--- src/rtl/irqs_pkg.sv ---
package irqs_pkg;

  localparam int unsigned IRQS_MAXW = 32;
  typedef logic [IRQS_MAXW-1:0] vec_t;

  typedef enum logic [2:0] {
    RA_MASK = 3'd0,
    RA_MSET = 3'd1,
    RA_MCLR = 3'd2,
    RA_PEEK = 3'd3,
    RA_TAKE = 3'd4,
    RA_ACK  = 3'd5
  } reg_addr_e;

  typedef struct packed {
    logic mask_rd;
    logic mask_wr;
    logic mask_set;
    logic mask_clr;
    logic peek_rd;
    logic take_rd;
    logic ack_wr;
  } strobe_t;

  function automatic vec_t mask_next(vec_t cur, vec_t wd, strobe_t s);
    vec_t r;
    r = cur;
    if (s.mask_wr)       r = wd;
    else if (s.mask_set) r = cur | wd;
    else if (s.mask_clr) r = cur & ~wd;
    return r;
  endfunction

  function automatic vec_t pend_next(vec_t cur, vec_t ev, vec_t wd, strobe_t s);
    vec_t clr;
    clr = '0;
    if (s.take_rd)     clr = '1;
    else if (s.ack_wr) clr = wd;
    return (cur & ~clr) | ev;
  endfunction

  function automatic logic line_req(vec_t p, vec_t m, logic en);
    return en & (|(p & ~m));
  endfunction

endpackage

--- src/rtl/irqs_decode.sv ---
module irqs_decode
  import irqs_pkg::*;
#(
  parameter int ADDR_W = 3
) (
  input  logic              valid,
  input  logic              write,
  input  logic [ADDR_W-1:0] addr,
  output strobe_t           stb
);
  function automatic logic hit(logic [ADDR_W-1:0] a, reg_addr_e r);
    return a == ADDR_W'(r);
  endfunction

  always_comb begin
    stb = '0;
    if (valid) begin
      stb.mask_rd  = !write && hit(addr, RA_MASK);
      stb.mask_wr  =  write && hit(addr, RA_MASK);
      stb.mask_set =  write && hit(addr, RA_MSET);
      stb.mask_clr =  write && hit(addr, RA_MCLR);
      stb.peek_rd  = !write && hit(addr, RA_PEEK);
      stb.take_rd  = !write && hit(addr, RA_TAKE);
      stb.ack_wr   =  write && hit(addr, RA_ACK);
    end
  end
endmodule

--- src/rtl/irqs_mask_reg.sv ---
module irqs_mask_reg
  import irqs_pkg::*;
#(
  parameter int          W   = 16,
  parameter logic [W-1:0] RST = W'(1)
) (
  input  logic         clk,
  input  logic         rst_n,
  input  strobe_t      stb,
  input  logic [W-1:0] wdata,
  output logic [W-1:0] mask
);
  vec_t nxt;
  always_comb nxt = mask_next(vec_t'(mask), vec_t'(wdata), stb);

  always_ff @(posedge clk or negedge rst_n) begin
    if (!rst_n) mask <= RST;
    else        mask <= nxt[W-1:0];
  end
endmodule

--- src/rtl/irqs_pending.sv ---
module irqs_pending
  import irqs_pkg::*;
#(
  parameter int W = 16
) (
  input  logic         clk,
  input  logic         rst_n,
  input  strobe_t      stb,
  input  logic [W-1:0] evt,
  input  logic [W-1:0] wdata,
  output logic [W-1:0] pend
);
  vec_t nxt;
  always_comb nxt = pend_next(vec_t'(pend), vec_t'(evt), vec_t'(wdata), stb);

  always_ff @(posedge clk or negedge rst_n) begin
    if (!rst_n) pend <= '0;
    else        pend <= nxt[W-1:0];
  end
endmodule

--- src/rtl/irqs_line.sv ---
module irqs_line
  import irqs_pkg::*;
#(
  parameter int W = 16
) (
  input  logic         clk,
  input  logic         rst_n,
  input  logic [W-1:0] pend,
  input  logic [W-1:0] mask,
  input  logic         en,
  input  logic         low,
  output logic         irq_q,
  output logic         irq_o
);
  logic req;
  always_comb req = line_req(vec_t'(pend), vec_t'(mask), en);

  always_ff @(posedge clk or negedge rst_n) begin
    if (!rst_n) irq_q <= 1'b0;
    else        irq_q <= req;
  end

  assign irq_o = irq_q ^ low;
endmodule

--- src/rtl/irq_status_ctrl.sv ---
module irq_status_ctrl
  import irqs_pkg::*;
#(
  parameter int           NUM_SRC  = 16,
  parameter int           ADDR_W   = 3,
  parameter logic [15:0]  MASK_RST = 16'h0001
) (
  input  logic               clk,
  input  logic               rst_n,
  input  logic [NUM_SRC-1:0] evt_i,
  input  logic               strap_irq_en,
  input  logic               strap_irq_low,
  input  logic               bus_valid,
  input  logic               bus_write,
  input  logic [ADDR_W-1:0]  bus_addr,
  input  logic [NUM_SRC-1:0] bus_wdata,
  output logic [NUM_SRC-1:0] bus_rdata,
  output logic               irq_o
);
  localparam logic [NUM_SRC-1:0] MASK_INIT = NUM_SRC'(MASK_RST);

  strobe_t            stb;
  logic [NUM_SRC-1:0] mask;
  logic [NUM_SRC-1:0] pend;
  logic               irq_q;

  irqs_decode #(.ADDR_W(ADDR_W)) u_dec (
    .valid (bus_valid),
    .write (bus_write),
    .addr  (bus_addr),
    .stb   (stb)
  );

  irqs_mask_reg #(.W(NUM_SRC), .RST(MASK_INIT)) u_mask (
    .clk   (clk),
    .rst_n (rst_n),
    .stb   (stb),
    .wdata (bus_wdata),
    .mask  (mask)
  );

  irqs_pending #(.W(NUM_SRC)) u_pend (
    .clk   (clk),
    .rst_n (rst_n),
    .stb   (stb),
    .evt   (evt_i),
    .wdata (bus_wdata),
    .pend  (pend)
  );

  irqs_line #(.W(NUM_SRC)) u_line (
    .clk   (clk),
    .rst_n (rst_n),
    .pend  (pend),
    .mask  (mask),
    .en    (strap_irq_en),
    .low   (strap_irq_low),
    .irq_q (irq_q),
    .irq_o (irq_o)
  );

  always_comb begin
    if (stb.mask_rd)                    bus_rdata = mask;
    else if (stb.peek_rd || stb.take_rd) bus_rdata = pend;
    else                                bus_rdata = '0;
  end
endmodule

--- config.mk ---
export PLATFORM = sky130hd
export DESIGN_NAME = irq_status_ctrl
export DESIGN_NICKNAME = d
export VERILOG_FILES = /design/src/rtl/irqs_pkg.sv /design/src/rtl/irqs_decode.sv /design/src/rtl/irqs_mask_reg.sv /design/src/rtl/irqs_pending.sv /design/src/rtl/irqs_line.sv /design/src/rtl/irq_status_ctrl.sv
export SDC_FILE = /design/constraint.sdc
export NUM_CORES = 1
export LEC_CHECK = 0
export ABC_AREA = 1
export BUFFER_PORTS_ARGS = -buffer_cell sky130_fd_sc_hd__buf_2
export CORE_AREA = 3 3 66 68
export DETAILED_ROUTE_END_ITERATION = 10
export DIE_AREA = 0 0 69 71
export HOLD_SLACK_MARGIN = 0.15
export PLACE_DENSITY = 0.84
export SYNTH_ARGS = -nofsm -noshare
export SYNTH_HDL_FRONTEND = slang
export SYNTH_SLANG_ARGS = --single-unit
--- constraint.sdc ---
create_clock -name clk -period 1.4 [get_ports clk]
set_input_delay 0.07 -clock clk [delete_from_list [all_inputs] [get_ports clk]]
set_output_delay 0.07 -clock clk [all_outputs]
set_load 0.01 [all_outputs]
---- Word-level counts from Yosys, hierarchy flattened ----
Cells that the tools add are included.
operators by class
  eq/ne operators ......................... 5
  multiplexer cells ....................... 8
  bitwise logic cells ..................... 10
  reductions and logical operators ........ 12
operators by type and width
  kind                  number
  $mux W16              7
  $and A16 B16 Y16      2
  $and A16 B32 Y32      1
  $not A16 Y16          2
  $not A16 Y32          1
  $or A16 B16 Y16       2
  $reduce_or A32 Y1     1
  $logic_and A1 B1 Y1   7
  $mux W7               1
  $eq A3 B2 Y1 const B  2
  $eq A3 B3 Y1 const B  2
  $eq A3 B1 Y1 const B  1
  $logic_not A3 Y1      1
  $reduce_bool A3 Y1    1
  $and A1 B1 Y1         1
  $logic_not A1 Y1      1
  $logic_or A1 B1 Y1    1
  $xor A1 B1 Y1         1
storage, ports and cells
  register bits after elaboration ......... 33
  input bits .............................. 41
  output and inout port bits .............. 17

---- Logic depth before layout (Yosys ltp) ----
  word-level depth ........................ 8
  gate-level depth with buffers ........... 7
  gate-level depth less buffers ........... 7

---- By module ----
A second synthesis with hierarchy kept.
second synthesis, totals
  cell total of the unflattened synthesis .. 347
  area, all modules ....................... 2249.7 µm²
modules (own cells, without submodules)
  module           instances  cells each  area an instance (µm²)  seq. area each (µm²)
  irqs_mask_reg    1          104         805.8                   401.6
  irqs_pending     1          84          789.5                   400.4
  irq_status_ctrl  1          87          351.6                   0.0
  irqs_line        1          50          215.2                   25.0
  irqs_decode      1          22          87.6                    0.0

---- Worst setup path before layout ----
OpenSTA, ideal clock, no wires.
  path kind ............................... register -> register
  start ................................... register (tool-made name)
  end ..................................... register u_line.irq_q
  setup time .............................. 0.115 ns
  arrival time ............................ 0.877 ns
  required time ........................... 1.285 ns
  setup slack ............................. 0.407 ns
  stages on the path, launching flop included .. 8
  clock period less this slack ............ 0.993 ns
  path through ............................ dfstp_2 inv_1 nand2_1 nand2_1 nor2_1 nand2_1 nor2_1 nor2_1
RTL lines
  element               line             source
  end signal, assigned  irqs_line.sv:20  else irq_q <= req;
  end, declared         irqs_line.sv:12  output logic irq_q,

---- Worst setup path in the final report ----
  start ................................... input port bus_wdata[12]
  end ..................................... register u_pend.pend[12]
on the way
  longest elaborated chain between the ends .. 5
ends and longest elaborated chain
  element               line                   source
  start, declared       irq_status_ctrl.sv:16  input logic [NUM_SRC-1:0] bus_wdata,
  $mux W16              irqs_pkg.sv:38         else if (s.ack_wr) clr = wd;
  $mux W16              irqs_pkg.sv:37         if (s.take_rd) clr = '1;
  $not A16 Y16          irqs_pkg.sv:39         return (cur & ~clr) | ev;
  $and A16 B16 Y16      irqs_pkg.sv:39
  $or A16 B16 Y16       irqs_pkg.sv:39
  net u_pend.nxt[12]    irqs_pending.sv:13     vec_t nxt;
  end signal, assigned  irqs_pending.sv:18     else pend <= nxt[W-1:0];
  end, declared         irqs_pending.sv:11     output logic [W-1:0] pend
The timed path passes the listed nets, and every way through them passes these cells.
A chain may end at the register's enable or synchronous reset.

==> reports/metrics.yaml <==
grt-ovfl-total: 0
syn_area_per_cell_um2: 7.26
synth_edf_count: 0
synth_largest_area_cell: "dfrtp_1"
cap_violations: 0
synth.top_cells.by_count: "97 x nand2_1, 37 x inv_1, 32 x dfrtp_1, 21 x nor2_1, 20 x o21ai_0"
dpl.hpwl_um: 3420
hold_class: "in2async"
ys.flop_type: "dfrtp_1"
ys_async_sr_fraction: 1.00
cts-buffers-inserted: 5
fmax_ghz: 0.756
n_antenna_cell: 0
synth_most_common_cell: "nand2_1"
stdcell_count: 432
path_clk_slew_ns: 0.07
wl_met2_um: 2810
reg2reg_to: "u_pend.pend[14]"
start_util: 0.492
worst-r2r-cell-count: 3
regArea_um2: 827
wire_per_inst_um: 12.8
netlist_area_um2: 1920
postRouteAntennaNets: 0
multi_input_area_um2: 903
critPathRequiredTime_ns: 1.57
cts_tree: "done"
m1WireLength_um: 2090
power_density_nw_per_um2: 845
io_pins: 58
skew_ns: 0.00700
clock_latency_ns: 0.29
cts.path.max_buffers: 2
rsz0062_at_grt: "false"
fin_ws_ns: 0.0773
antenna_found_initial: 0
routed_wl_um: 5520
syn-num-nets: 306
drive_gt1_frac: 0.262
synth_cell_type_count: 22
hold_viol_final: 0
worstReg2RegStart: "u_pend.pend[14]"
yosys_warnings: 0
regToRegSetupSlack_ns: 0.13
post-route-min-period_ns: 1.32
synth-seq-cells: 33
drv_slew: 0
die_x_um: 69
root_buffer: "clkbuf_8"
end_kind: "flop"
yosysSeqAreaShare: 0.430
coreArea_um2: 3910
slew_headroom: 0.747
grt_pass1_wl_um: 9200
rows: 23
crit_type: "in2reg"
fin_crit_sh: 0.945
postCtsResizedCells: 0
die-area_um2: 4900
synth.top_cell.area_share: 0.416
die_y_um: 71
grt_max_degree: 20
dp_cells: 373
dr.pass1.iters: 4
synth.area.top_cells: "dfrtp_1 42%, nand2_1 19%, inv_1 7.2%"
ir_worst_vdd_mv: 0.647
drc: 0
cp.arrival_ns: 1.49
groute.usage.overall: 0.235
fill_cells: 282
status: "finished, final reports clean"
synthCells: 265
htree_levels: 2
p_leak_nw: 1.49
pre_cts_slack_ns: 0.204
cts_sinks: 33
wl_met3_um: 331
worst_setup_path_start_kind: "primary input"
tns_ns: 0
num_vias: 2124
area_growth_syn_to_layout_pct: 50.7
place_congestion: 0.818
grt_pass1_vias: 2108
port_buffers: 57
fin_nets: 422
drtIter0Drc: 161
viasPerCell: 4.92
highest_layer: "met4"
worstMarginPinSlew_ns: 0.380
crit_fanout: 3
setup_violations: 0
[critical path, cell delays in order]
cell and delay (ns):
dlygate4sd3_1 0.54, buf_2 0.14, nand2_1 0.06, nand3_1 0.07, nand2_1 0.05, dlygate4sd3_1 0.56
[how the worst max path moves through the flow]
stage,startpoint,to,slack (ns),depth (start not counted)
floorplan,flop,u_line.irq_q,0.41,7
global placement,bus_write,bus_rdata[2],0.24,8
detailed placement,bus_write,bus_rdata[15],0.20,8
CTS,bus_addr[1],u_pend.pend[0],0.05,8
global route,bus_wdata[10],u_pend.pend[10],0.02,6
finish,bus_wdata[12],u_pend.pend[12],0.08,6
[layout by cell type (no fill, tap or decap)]
master and count:
a21oi_1 1, buf_12 2, buf_2 57, buf_4 7, clkbuf_1 2, clkbuf_8 6, dfrtp_1 32, dfstp_2 1
dlygate4sd3_1 50, inv_1 37, nand2_1 97, nand2_2 10, nand3_1 17, nand3_2 1, nand3_4 1, nor2_1 21
nor2_2 1, nor2_4 2, nor3_4 1, o21ai_0 20, o21ai_1 3, o21ai_2 10, o21ai_4 1, o21bai_1 1
xor2_1 1
[timing repair]
item / CTS / global route
hold buffers: 50 / 0
endpoints found under the setup margin: 0 / 16
buffers inserted: 0 / 1
hold endpoints to repair: 65 / 0
[metrics by stage]
step	utilization	hold slack (ns)	total power, W	cell area [um^2]
2_1_floorplan	-	-0.226	0.00142	1920
3_3_place_gp	0.585	0.00402	0.00159	2290
3_5_place_dp	0.585	0.00736	0.00161	2290
4_1_cts	0.736	0.232	0.00245	2880
5_1_grt	0.741	0.241	0.00259	2900
6_report	0.741	0.224	0.00245	2900
[power breakdown]
group / internal (W) / switching (W) / total, W / leakage [nW]
combinational: 0.000259 / 0.000315 / 0.000575 / 1.09
sequential: 0.00107 / 0.0000626 / 0.00113 / 0.354
clock: 0.000401 / 0.000344 / 0.000745 / 0.0455
[layout make-up]
| class | count | area share |
|---|---|---|
| Clock buffer | 8 | 0.0311 |
| Inverter | 37 | 0.0479 |
| Multi-Input combinational cell | 188 | 0.311 |
| Sequential cell | 33 | 0.285 |
| Tap cell | 50 | 0.0216 |
| Timing Repair Buffer | 116 | 0.303 |
[cell families (layout without fill, tap and decap cells)]
kind of cell / after synthesis / in the layout / synth area share
flops: 33 / 33 / 0.430
xor+xnor: 1 / 1 / 0.00455
buf+inv: 44 / 161 / 0.101
compound gates: 36 / 36 / 0.120
simple gates: 151 / 151 / 0.345
[metal layers]
metal | vias to the layer above | track usage
met4 | 0 | 0.156
met3 | 30 | 0.0497
met2 | 99 | 0.413
met1 | 950 | 0.255
li1 | 1045 | -
met5 | - | 0
Power figures use the tool's default switching activity.
